## src/rtl/tts_pkg.sv

```systemverilog
package tts_pkg;

  typedef enum logic [1:0] {
    OP_PUT  = 2'd0,
    OP_FILL = 2'd1,
    OP_LIST = 2'd2,
    OP_GET  = 2'd3
  } tts_op_e;

  typedef enum logic [2:0] {
    S_IDLE,
    S_CHECK,
    S_STEP,
    S_FETCH,
    S_WAIT,
    S_RD,
    S_RD_WAIT,
    S_DONE
  } tts_state_e;

  localparam logic ST_OK    = 1'b0;
  localparam logic ST_PARAM = 1'b1;

endpackage

```

## src/rtl/tts_index_calc.sv

```systemverilog
module tts_index_calc #(
  parameter int IOBA_W     = 32,
  parameter int PAGE_SHIFT = 12,
  localparam int IDX_W     = IOBA_W - PAGE_SHIFT
) (
  input  logic [IOBA_W-1:0] addr_i,
  input  logic [IOBA_W-1:0] base_i,
  input  logic [IDX_W:0]    count_i,
  output logic [IDX_W-1:0]  idx_o,
  output logic              in_range_o,
  output logic [IOBA_W-1:0] iova_o
);
  localparam logic [IOBA_W-1:0] PG_MASK = ~((IOBA_W'(1) << PAGE_SHIFT) - IOBA_W'(1));

  logic [IOBA_W-1:0] rebased;

  assign rebased    = addr_i - base_i;
  assign idx_o      = rebased[IOBA_W-1:PAGE_SHIFT];
  assign in_range_o = {1'b0, idx_o} < count_i;
  assign iova_o     = rebased & PG_MASK;
endmodule

```

## src/rtl/tts_list_fetch.sv

```systemverilog
module tts_list_fetch #(
  parameter int ENTRY_W = 64,
  parameter int MADDR_W = 40
) (
  input  logic               clk_i,
  input  logic               rst_ni,
  input  logic               start_i,
  input  logic [MADDR_W-1:0] addr_i,
  output logic               mem_req_o,
  output logic [MADDR_W-1:0] mem_addr_o,
  input  logic               mem_rvalid_i,
  input  logic [ENTRY_W-1:0] mem_rdata_i,
  output logic               entry_valid_o,
  output logic [ENTRY_W-1:0] entry_o
);
  localparam int NB = ENTRY_W / 8;

  always_ff @(posedge clk_i or negedge rst_ni) begin
    if (!rst_ni) begin
      mem_req_o  <= 1'b0;
      mem_addr_o <= '0;
    end else begin
      mem_req_o <= start_i;
      if (start_i) mem_addr_o <= addr_i;
    end
  end

  // list words are big-endian: lowest-address byte becomes the MSB
  for (genvar b = 0; b < NB; b++) begin : g_swap
    assign entry_o[8*b +: 8] = mem_rdata_i[8*(NB-1-b) +: 8];
  end

  assign entry_valid_o = mem_rvalid_i;

  AST_REQ_SINGLE: assert property (@(posedge clk_i) disable iff (!rst_ni)
    mem_req_o |=> !mem_req_o);
  AST_REQ_ALIGNED: assert property (@(posedge clk_i) disable iff (!rst_ni)
    mem_req_o |-> (mem_addr_o[2:0] == 3'd0));
endmodule

```

## src/rtl/tts_notice.sv

```systemverilog
module tts_notice #(
  parameter int IOBA_W     = 32,
  parameter int ENTRY_W    = 64,
  parameter int PAGE_SHIFT = 12
) (
  input  logic               clk_i,
  input  logic               rst_ni,
  input  logic               we_i,
  input  logic [IOBA_W-1:0]  iova_i,
  input  logic [ENTRY_W-1:0] entry_i,
  output logic               inv_valid_o,
  output logic [IOBA_W-1:0]  inv_iova_o,
  output logic [ENTRY_W-1:0] inv_pa_o,
  output logic [ENTRY_W-1:0] inv_mask_o,
  output logic [1:0]         inv_perm_o
);
  localparam logic [ENTRY_W-1:0] OFS_MASK = (ENTRY_W'(1) << PAGE_SHIFT) - ENTRY_W'(1);

  always_ff @(posedge clk_i or negedge rst_ni) begin
    if (!rst_ni) begin
      inv_valid_o <= 1'b0;
      inv_iova_o  <= '0;
      inv_pa_o    <= '0;
      inv_perm_o  <= 2'd0;
    end else begin
      inv_valid_o <= we_i;
      if (we_i) begin
        inv_iova_o <= iova_i;
        inv_pa_o   <= entry_i & ~OFS_MASK;
        inv_perm_o <= entry_i[1:0];
      end
    end
  end

  assign inv_mask_o = OFS_MASK;

  AST_NOTICE_AFTER_WRITE: assert property (@(posedge clk_i) disable iff (!rst_ni)
    we_i |=> inv_valid_o);
  AST_NOTICE_HAS_WRITE: assert property (@(posedge clk_i) disable iff (!rst_ni)
    inv_valid_o |-> $past(we_i));
endmodule

```

## src/rtl/tts_seq.sv

```systemverilog
module tts_seq
  import tts_pkg::*;
#(
  parameter int IOBA_W      = 32,
  parameter int PAGE_SHIFT  = 12,
  parameter int ENTRY_W     = 64,
  parameter int MADDR_W     = 40,
  parameter int CNT_W       = 16,
  parameter int LIST_MAX    = 512,
  parameter int LIST_ALIGN  = 12,
  localparam int IDX_W      = IOBA_W - PAGE_SHIFT
) (
  input  logic               clk_i,
  input  logic               rst_ni,
  input  logic               cmd_valid_i,
  input  logic [1:0]         cmd_op_i,
  input  logic [IOBA_W-1:0]  cmd_ioba_i,
  input  logic [ENTRY_W-1:0] cmd_data_i,
  input  logic [CNT_W-1:0]   cmd_count_i,
  output logic               busy_o,
  input  logic [IOBA_W-1:0]  bus_offset_i,
  input  logic [IDX_W:0]     num_entries_i,
  output logic               tbl_we_o,
  output logic               tbl_re_o,
  output logic [IDX_W-1:0]   tbl_idx_o,
  output logic [ENTRY_W-1:0] tbl_wdata_o,
  input  logic [ENTRY_W-1:0] tbl_rdata_i,
  output logic               mem_req_o,
  output logic [MADDR_W-1:0] mem_addr_o,
  input  logic               mem_rvalid_i,
  input  logic [ENTRY_W-1:0] mem_rdata_i,
  output logic               inv_valid_o,
  output logic [IOBA_W-1:0]  inv_iova_o,
  output logic [ENTRY_W-1:0] inv_pa_o,
  output logic [ENTRY_W-1:0] inv_mask_o,
  output logic [1:0]         inv_perm_o,
  output logic               done_o,
  output logic               status_o,
  output logic [ENTRY_W-1:0] rd_data_o
);
  localparam logic [IOBA_W-1:0] PG_SIZE  = IOBA_W'(1) << PAGE_SHIFT;
  localparam logic [IOBA_W-1:0] PG_MASK  = ~(PG_SIZE - IOBA_W'(1));
  localparam int                CMP_W    = (CNT_W > IDX_W + 1) ? CNT_W : IDX_W + 1;
  localparam logic [MADDR_W-1:0] LSTRIDE = MADDR_W'(ENTRY_W / 8);

  tts_state_e          state_q, state_d;
  tts_op_e             op_q;
  logic [IOBA_W-1:0]   addr_q;
  logic [ENTRY_W-1:0]  val_q;
  logic [CNT_W-1:0]    remain_q;
  logic [MADDR_W-1:0]  lptr_q;
  logic                status_q;
  logic [ENTRY_W-1:0]  rd_q;

  logic                set_err, set_ok;
  logic                fetch_start;
  logic                in_range;
  logic [IOBA_W-1:0]   cur_iova;
  logic                entry_valid;
  logic [ENTRY_W-1:0]  list_entry;
  logic                last_page;
  logic [CMP_W-1:0]    remain_x, ne_x;

  assign remain_x  = CMP_W'(remain_q);
  assign ne_x      = CMP_W'(num_entries_i);
  assign last_page = (remain_q == CNT_W'(1));

  tts_index_calc #(.IOBA_W(IOBA_W), .PAGE_SHIFT(PAGE_SHIFT)) u_idx (
    .addr_i     (addr_q),
    .base_i     (bus_offset_i),
    .count_i    (num_entries_i),
    .idx_o      (tbl_idx_o),
    .in_range_o (in_range),
    .iova_o     (cur_iova)
  );

  tts_list_fetch #(.ENTRY_W(ENTRY_W), .MADDR_W(MADDR_W)) u_fetch (
    .clk_i         (clk_i),
    .rst_ni        (rst_ni),
    .start_i       (fetch_start),
    .addr_i        (lptr_q),
    .mem_req_o     (mem_req_o),
    .mem_addr_o    (mem_addr_o),
    .mem_rvalid_i  (mem_rvalid_i),
    .mem_rdata_i   (mem_rdata_i),
    .entry_valid_o (entry_valid),
    .entry_o       (list_entry)
  );

  tts_notice #(.IOBA_W(IOBA_W), .ENTRY_W(ENTRY_W), .PAGE_SHIFT(PAGE_SHIFT)) u_note (
    .clk_i       (clk_i),
    .rst_ni      (rst_ni),
    .we_i        (tbl_we_o),
    .iova_i      (cur_iova),
    .entry_i     (tbl_wdata_o),
    .inv_valid_o (inv_valid_o),
    .inv_iova_o  (inv_iova_o),
    .inv_pa_o    (inv_pa_o),
    .inv_mask_o  (inv_mask_o),
    .inv_perm_o  (inv_perm_o)
  );

  always_comb begin
    state_d     = state_q;
    tbl_we_o    = 1'b0;
    tbl_re_o    = 1'b0;
    tbl_wdata_o = val_q;
    fetch_start = 1'b0;
    set_err     = 1'b0;
    set_ok      = 1'b0;
    unique case (state_q)
      S_IDLE: if (cmd_valid_i) state_d = S_CHECK;
      S_CHECK: begin
        unique case (op_q)
          OP_PUT: state_d = S_STEP;
          OP_FILL: begin
            if (remain_x > ne_x) begin
              set_err = 1'b1;
              state_d = S_DONE;
            end else if (remain_q == '0) begin
              set_ok  = 1'b1;
              state_d = S_DONE;
            end else begin
              state_d = S_STEP;
            end
          end
          OP_LIST: begin
            if (remain_q > CNT_W'(LIST_MAX) || remain_q == '0 ||
                lptr_q[LIST_ALIGN-1:0] != '0) begin
              set_err = 1'b1;
              state_d = S_DONE;
            end else begin
              state_d = S_FETCH;
            end
          end
          default: state_d = S_RD;
        endcase
      end
      S_STEP: begin
        if (!in_range) begin
          set_err = 1'b1;
          state_d = S_DONE;
        end else begin
          tbl_we_o = 1'b1;
          if (last_page) begin
            set_ok  = 1'b1;
            state_d = S_DONE;
          end
        end
      end
      S_FETCH: begin
        if (!in_range) begin
          set_err = 1'b1;
          state_d = S_DONE;
        end else begin
          fetch_start = 1'b1;
          state_d     = S_WAIT;
        end
      end
      S_WAIT: begin
        if (entry_valid) begin
          tbl_we_o    = 1'b1;
          tbl_wdata_o = list_entry;
          if (last_page) begin
            set_ok  = 1'b1;
            state_d = S_DONE;
          end else begin
            state_d = S_FETCH;
          end
        end
      end
      S_RD: begin
        if (!in_range) begin
          set_err = 1'b1;
          state_d = S_DONE;
        end else begin
          tbl_re_o = 1'b1;
          state_d  = S_RD_WAIT;
        end
      end
      S_RD_WAIT: begin
        set_ok  = 1'b1;
        state_d = S_DONE;
      end
      default: state_d = S_IDLE;
    endcase
  end

  always_ff @(posedge clk_i or negedge rst_ni) begin
    if (!rst_ni) begin
      state_q  <= S_IDLE;
      op_q     <= OP_PUT;
      addr_q   <= '0;
      val_q    <= '0;
      remain_q <= '0;
      lptr_q   <= '0;
      status_q <= ST_OK;
      rd_q     <= '0;
    end else begin
      state_q <= state_d;
      if (state_q == S_IDLE && cmd_valid_i) begin
        op_q     <= tts_op_e'(cmd_op_i);
        addr_q   <= cmd_ioba_i & PG_MASK;
        val_q    <= cmd_data_i;
        remain_q <= (tts_op_e'(cmd_op_i) == OP_PUT) ? CNT_W'(1) : cmd_count_i;
        lptr_q   <= cmd_data_i[MADDR_W-1:0];
      end
      if (tbl_we_o) begin
        addr_q   <= addr_q + PG_SIZE;
        remain_q <= remain_q - CNT_W'(1);
        lptr_q   <= lptr_q + LSTRIDE;
      end
      if (set_err) status_q <= ST_PARAM;
      if (set_ok)  status_q <= ST_OK;
      if (state_q == S_RD_WAIT) rd_q <= tbl_rdata_i;
    end
  end

  assign busy_o    = (state_q != S_IDLE);
  assign done_o    = (state_q == S_DONE);
  assign status_o  = status_q;
  assign rd_data_o = rd_q;

  AST_WRITE_IN_BOUNDS: assert property (@(posedge clk_i) disable iff (!rst_ni)
    tbl_we_o |-> ({1'b0, tbl_idx_o} < num_entries_i));
  AST_DONE_PULSE: assert property (@(posedge clk_i) disable iff (!rst_ni)
    done_o |=> !done_o);
  AST_ONE_ACTION: assert property (@(posedge clk_i) disable iff (!rst_ni)
    $onehot0({tbl_we_o, tbl_re_o, done_o}));
  AST_BUSY_AT_DONE: assert property (@(posedge clk_i) disable iff (!rst_ni)
    done_o |-> busy_o);
  AST_IDLE_QUIET: assert property (@(posedge clk_i) disable iff (!rst_ni)
    !busy_o |-> (!tbl_we_o && !tbl_re_o && !mem_req_o));
  AST_LIST_NO_READ_ON_REJECT: assert property (@(posedge clk_i) disable iff (!rst_ni)
    (state_q == S_CHECK && set_err) |=> !mem_req_o);
endmodule

```

## config.mk

```make
export PLATFORM = sky130hd
export DESIGN_NAME = tts_seq
export DESIGN_NICKNAME = d
export VERILOG_FILES = /design/src/rtl/tts_pkg.sv /design/src/rtl/tts_index_calc.sv /design/src/rtl/tts_list_fetch.sv /design/src/rtl/tts_notice.sv /design/src/rtl/tts_seq.sv
export SDC_FILE = /design/constraint.sdc
export NUM_CORES = 1
export LEC_CHECK = 0
export BUFFER_PORTS_ARGS = -buffer_cell sky130_fd_sc_hd__buf_2
export CORE_AREA = 2 2 255 257
export DETAILED_ROUTE_END_ITERATION = 10
export DIE_AREA = 0 0 257 259
export SKIP_LAST_GASP = 1
export SLEW_MARGIN = 15
export SYNTH_ARGS = -nofsm -noshare
export SYNTH_HDL_FRONTEND = slang
export SYNTH_SLANG_ARGS = --single-unit
```

## constraint.sdc

```tcl
create_clock -name clk_i -period 6.4 [get_ports clk_i]
set_clock_uncertainty 0.1 [all_clocks]
set_input_delay 1.28 -clock clk_i [delete_from_list [all_inputs] [get_ports clk_i]]
set_output_delay 1.28 -clock clk_i [all_outputs]
set_load 0.02 [all_outputs]
```

==> impl_metrics.tcl, run 1 <==
set metrics [dict create \
    p_per_area_nw_per_um2 565 \
    cts_buffers 43 \
    vias 14800 \
    syn_area_sq_um 17000 \
    rows 93 \
    port_buffers 555 \
    stdcell_area_sq_um 22100 \
    dp.cells 3129 \
    post-dp-hpwl_um 43600 \
    endpoint_kind "output pin" \
    io_pins 656 \
    path_clk_slew_ps 50 \
    clock_sinks 326 \
    setup_viol 0 \
    worst_setup_path_start_kind "input port" \
    min_period_over_period_pct 97.6 \
    drt-initial-drc-count 988 \
    syn-instance-count 1766 \
    yosys.area.top_type_share_pct 48.1 \
    wl_um 58900 \
    ys_seq_area_share_pct 48.1 \
    worstHoldStart "u_note.inv_pa_o[45]" \
    cts_tree "done" \
    worstPathArrival_ps 4870 \
    fillers 6593 \
    start_util_pct 26.5 \
    place_area_sq_um 20500 \
    htree_levels 2 \
    vias_per_cell 4.59 \
    ys_ff_latch 326 \
    critical_path.startpoint "bus_offset_i[19]" \
    maxCapViolCount 0 \
    multiInputGateArea_sq_um 8000 \
    design.die.area_sq_um 66600 \
    clk_latency_ps 570 \
    crit_fanout 4 \
    fmax_ghz 0.160 \
    crit_type "input port to output pin" \
    worstPathRequired_ps 5020 \
    synth_top_area_cell "dfrtp_1" \
    global_route.usage.total_pct 17.0 \
    wl_per_cell_um 18.3 \
    core_area_sq_um 63900 \
    syn_to_final_growth_pct 30.4 \
    root_buffer "clkbuf_16" \
    firstDrtPassIters 5 \
    min_period_ps 6250 \
    die_h_um 259 \
    first_global_vias 14200 \
    die_w_um 257 \
    status "finished clean" \
    cts_buffer_depth 3 \
    relSlewSlack_pct 30.0 \
    grt_antenna_before_repair 24 \
    vdd_drop_max_mv 0.324 \
    synth_edf_count 0 \
    ys.flop_type "dfrtp_1" \
    leakage_nw 11.3 \
    timing.final.max_slew_violations 0 \
    yosysMostFrequentCell "nand2_1" \
    hold_violations 0 \
    ys_top_cells_by_count "nand2_1, dfrtp_1, mux2_2" \
    grt_pass1_wl_um 87200 \
    antenna_left 0 \
    yosysWarnings 0 \
    ys_types 70 \
    nets 2680 \
    grt-ovfl-total 0 \
    syn_avg_cell_area_sq_um 9.60 \
    cts_hold_buf 0 \
    hp-class "flop to flop" \
    drc_errors 0 \
    gp_congestion 0.884 \
    grt_max_degree 160 \
    worstReg2RegStart "addr_q[12]" \
    tightest_slew_ps 1050 \
    async_reset_ff_share_pct 100 \
    seq_area_sq_um 8160 \
    ys_top_cells_by_area "dfrtp_1, mux2_2, nand2_1" \
    drive_gt1_share_pct 36.3 \
    instances_no_fill 3217 \
]
==> layout make-up <==
class                   instances  share of cell area (%)
flip-flops and latches        326                    36.9
multi-input cells            1294                    36.2
repair buffers                589                    14.0
clock buffers                  58                    5.40
well taps                     855                    4.84
clock inverters                17                    1.38
inverters                      66                    1.13
diodes                         12                   0.136
==> worst max-delay path: stages <==
cell and delay [ps]:
buf_2 70, inv_1 30, ha_1 290, a21oi_1 190
o21ai_1 160, or3_1 400, o2111a_1 260, o21a_1 180
nor2_1 120, xnor2_1 290, ha_1 340, nand4_1 180
nor3_1 100, a22oi_1 170, a21boi_2 270, nand3_1 150
nor3_1 180, buf_2 200
==> placed cells by master, fill, tap and decap left out, drive strengths merged, types with 13 or more instances in the layout <==
cell / count
clkbuf: 58
nand4: 18
dfrtp: 326
nor4: 20
ha: 61
conb: 88
a21oi: 58
o21ai: 57
nor3: 19
mux2: 176
buf: 589
and3: 17
nand3: 38
o211ai: 19
inv: 68
xnor2: 13
o311ai: 22
nor2: 70
nand2: 487
==> metal layers <==
layer	part of all wire, %	wire length [um]	track usage (%)
met3	8.2	4830	4.75
met2	47	27500	27.4
met1	42	25000	22.2
met5	0.14	85	0
met4	2.5	1490	5.23
==> cell families after synthesis <==
family | count (synthesis) | synth area share (%)
xor+xnor | 20 | 1.03
mux | 177 | 11.8
other cells | 2 | 0.0443
buf+inv | 232 | 7.32
simple gates | 714 | 18.0
fa+ha+maj | 61 | 4.50
flops | 326 | 48.1
compound gates | 234 | 9.21
==> sequential cells by signal, summed over array words and instances, names as in the netlist <==
register,count
u_fetch.mem_req_o,1
addr_q,20
u_note.inv_pa_o,52
u_note.inv_perm_o,2
u_fetch.mem_addr_o,40
rd_data_o,64
val_q,64
lptr_q,40
status_o,1
state_q,3
remain_q,16
op_q,2
u_note.inv_valid_o,1
u_note.inv_iova_o,20
==> through the flow <==
step	setup WS [ps]	hold slack [ps]	util (%)	power [mW]	TNS [ps]
global route	-22.4	383	34.6	13.4	-23.2
CTS	63.0	371	34.4	12.6	0
finish	154	365	34.6	12.5	0
global placement	96.1	353	32.0	9.84	0
floorplan	33.3	342	-	7.65	0
detailed placement	89.5	357	32.0	9.91	0
==> report_power, final <==
part	leakage (nW)	switching [mW]	total [mW]	internal [mW]
Clock	0.735	0.964	2.59	1.63
Sequential	4.05	0.698	3.71	3.01
Combinational	6.55	3.88	6.18	2.30
==> worst paths after layout <==
check / slack [ps] / endpoint / cells after the start
setup / recovery: 150 / tbl_re_o / 18
hold / removal: 360 / u_note.inv_pa_o[45] / 2
setup reg to reg: 1100 / addr_q[29] / 20
hold reg to reg: 360 / u_note.inv_pa_o[45] / 2
max in group asynchronous: 4230 / u_note.inv_pa_o[12] / 2
min in group asynchronous: 560 / u_fetch.mem_addr_o[27] / 1
==> timing repair <==
item,4_1_cts,5_1_grt
setup endpoints to repair,0,2
setup buffers,0,1
gates resized for setup,0,13
No activity file was read; power rests on OpenSTA's default activity.
==> run 2, diff against run 1 <==
--- a/config.mk
+++ b/config.mk
@@ -6,9 +6,9 @@
 export NUM_CORES = 1
 export LEC_CHECK = 0
 export BUFFER_PORTS_ARGS = -buffer_cell sky130_fd_sc_hd__buf_2
-export CORE_AREA = 2 2 255 257
+export CORE_AREA = 2 2 257 259
 export DETAILED_ROUTE_END_ITERATION = 10
-export DIE_AREA = 0 0 257 259
+export DIE_AREA = 0 0 259 261
 export SKIP_LAST_GASP = 1
 export SLEW_MARGIN = 15
 export SYNTH_ARGS = -nofsm -noshare
==> impl_metrics.tcl, run 2 (synthesis gave the netlist of run 1 again) <==
set metrics [dict create \
    min_period_over_period_pct 97.8 \
    grt_pass1_wl_um 86000 \
    grt_util_met2_pct 26.5 \
    die_h_um 261 \
    cts_tree "done" \
    htree_levels 2 \
    seqPwrFrac_pct 30.2 \
    design.die.area_sq_um 67600 \
    syn_to_final_growth_pct 29.7 \
    vias 14800 \
    stdcell_area_sq_um 22000 \
    vdd_drop_max_mv 0.364 \
    slowest_stage "nor4_2" \
    path_clk_slew_ps 50 \
    p_clk_share_pct 19.5 \
    global_route.usage.total_pct 16.6 \
    place_area_sq_um 20500 \
    slowest_delay_ps 450 \
    final_cell_mix "buf_2, nand2_1, dfrtp_1, mux2_2, conb_1" \
    first_global_vias 14000 \
    cts_hold_buf 0 \
    p_sw_mw 5.55 \
    maxCapViolCount 0 \
    power_mw 12.3 \
    grt_antenna_before_repair 17 \
    clk_latency_ps 580 \
    crit_type "input port to output pin" \
    worstPathRequired_ps 5020 \
    grt_max_degree 131 \
    cts_buffer_depth 3 \
    drive_gt1_share_pct 36.2 \
    netSwitchingFraction_pct 45.0 \
    fin_tns_setup_ps 0 \
    grt.met1_usage_pct 21.6 \
    vias_per_cell 4.60 \
    setup_viol 0 \
    min_period_ps 6260 \
    status "finished clean" \
    endpoint_kind "output pin" \
    grt-ovfl-total 0 \
    clock_sinks 326 \
    io_pins 656 \
    worstPathArrival_ps 4880 \
    hp-class "flop to flop" \
    p_per_area_nw_per_um2 561 \
    port_buffers 555 \
    post-dp-hpwl_um 44200 \
    grt-busiest-layer "met2" \
    timing.final.max_slew_violations 0 \
    drc_errors 0 \
    p_comb_share_pct 50.3 \
    antenna_left 0 \
    drt-initial-drc-count 983 \
    worst_setup_path_start_kind "input port" \
    met3_usage_pct 5.28 \
    tightest_slew_ps 1080 \
    nets 2680 \
    intPower_mw 6.78 \
    rows 94 \
    wl_um 59100 \
    hold_violations 0 \
    gp_congestion 0.841 \
    fmax_ghz 0.160 \
    crit_fanout 4 \
    cts_buffers 41 \
    firstDrtPassIters 4 \
    core_area_sq_um 65000 \
    leakage_nw 11.3 \
    die_w_um 259 \
    final_common_cell "buf_2" \
    relSlewSlack_pct 27.8 \
    start_util_pct 26.1 \
    path_cells "buf_2 -> inv_1 -> ha_1 -> and3_1 -> nand3_1 -> o211ai_2 -> a211oi_2 -> or3_1 -> nor2b_1 -> xnor2_2 -> ha_1 -> nand4_1 -> nor4_2 -> a21boi_2 -> a31oi_4 -> inv_4 -> buf_2" \
    root_buffer "clkbuf_16" \
    wl_per_cell_um 18.3 \
]
==> run 2: cell count changes in the layout (fill, tap and decap cells not counted), moves of 2 or more <==
cell / before / now
bufinv_16: 8 / 5
xnor2_2: 0 / 2
diode_2: 12 / 7
ha_1: 58 / 61
clkbuf_16: 44 / 41
clkinv_4: 0 / 2
ha_4: 3 / 0
xnor2_1: 13 / 11
==> run 2: power groups by stage <==
stage	logic (mW)	clock network, mW	registers [mW]
floorplan	3.46	0	4.18
global placement	6.14	0	3.72
detailed placement	6.21	0	3.74
CTS	6.22	2.48	3.72
global route	6.76	2.56	3.85
finish	6.21	2.41	3.72
==> run 2: routing by layer <==
layer	part of all wire, %	up-vias
met5	0.17	-
met2	46	614
met1	42	7090
met3	8.8	87
li1	-	7004
met4	2.4	16
==> run 2: path summary, 6_finish.rpt <==
check / startpoint / endpoint / slack (ps) / cells past startpoint
worst max-delay path: bus_offset_i[15] / tbl_we_o / 140 / 17
worst min-delay path: u_note.inv_pa_o[63] / u_note.inv_pa_o[63] / 370 / 2
worst max register to register: addr_q[17] / lptr_q[27] / 1100 / 18
worst min register to register: u_note.inv_pa_o[63] / u_note.inv_pa_o[63] / 370 / 2
max in group asynchronous: rst_ni / rd_data_o[6] / 4360 / 2
min in group asynchronous: rst_ni / u_fetch.mem_addr_o[27] / 550 / 1
==> run 2: cell type report <==
cell class	count	area, sq um
sequential	326	8160
multi-input combinational	1294	7970
timing repair buffer	591	3120
tap	864	1080
inverter	66	250
fill	6796	43100
antenna	7	17.5
clock buffer	55	1120
clock inverter	17	273
==> run 2: stage by stage <==
| stage | setup WS [ps] | cells | util [%] | hold WS [ps] |
|---|---|---|---|---|
| after floorplan | 33.3 | 1852 | - | 342 |
| after global placement | 77.7 | 3140 | 31.5 | 353 |
| after detailed placement | 74.5 | 3140 | 31.5 | 358 |
| after CTS | 64.0 | 3212 | 33.7 | 372 |
| after global routing | -18.9 | 3216 | 33.8 | 386 |
| final | 143 | 3220 | 33.8 | 366 |
==> run 2: what timing repair did <==
item / CTS / global route
resized for setup: 0 / 11
setup endpoints to repair: 0 / 2
buffers inserted: 0 / 1
==> run 2: critical path: cells and delay by family <==
family          cells  cell delay [ps]
fa+ha+maj           2              640
buf+inv             4              410
compound gates      4              760
xor+xnor            1              170
simple gates        6             1580
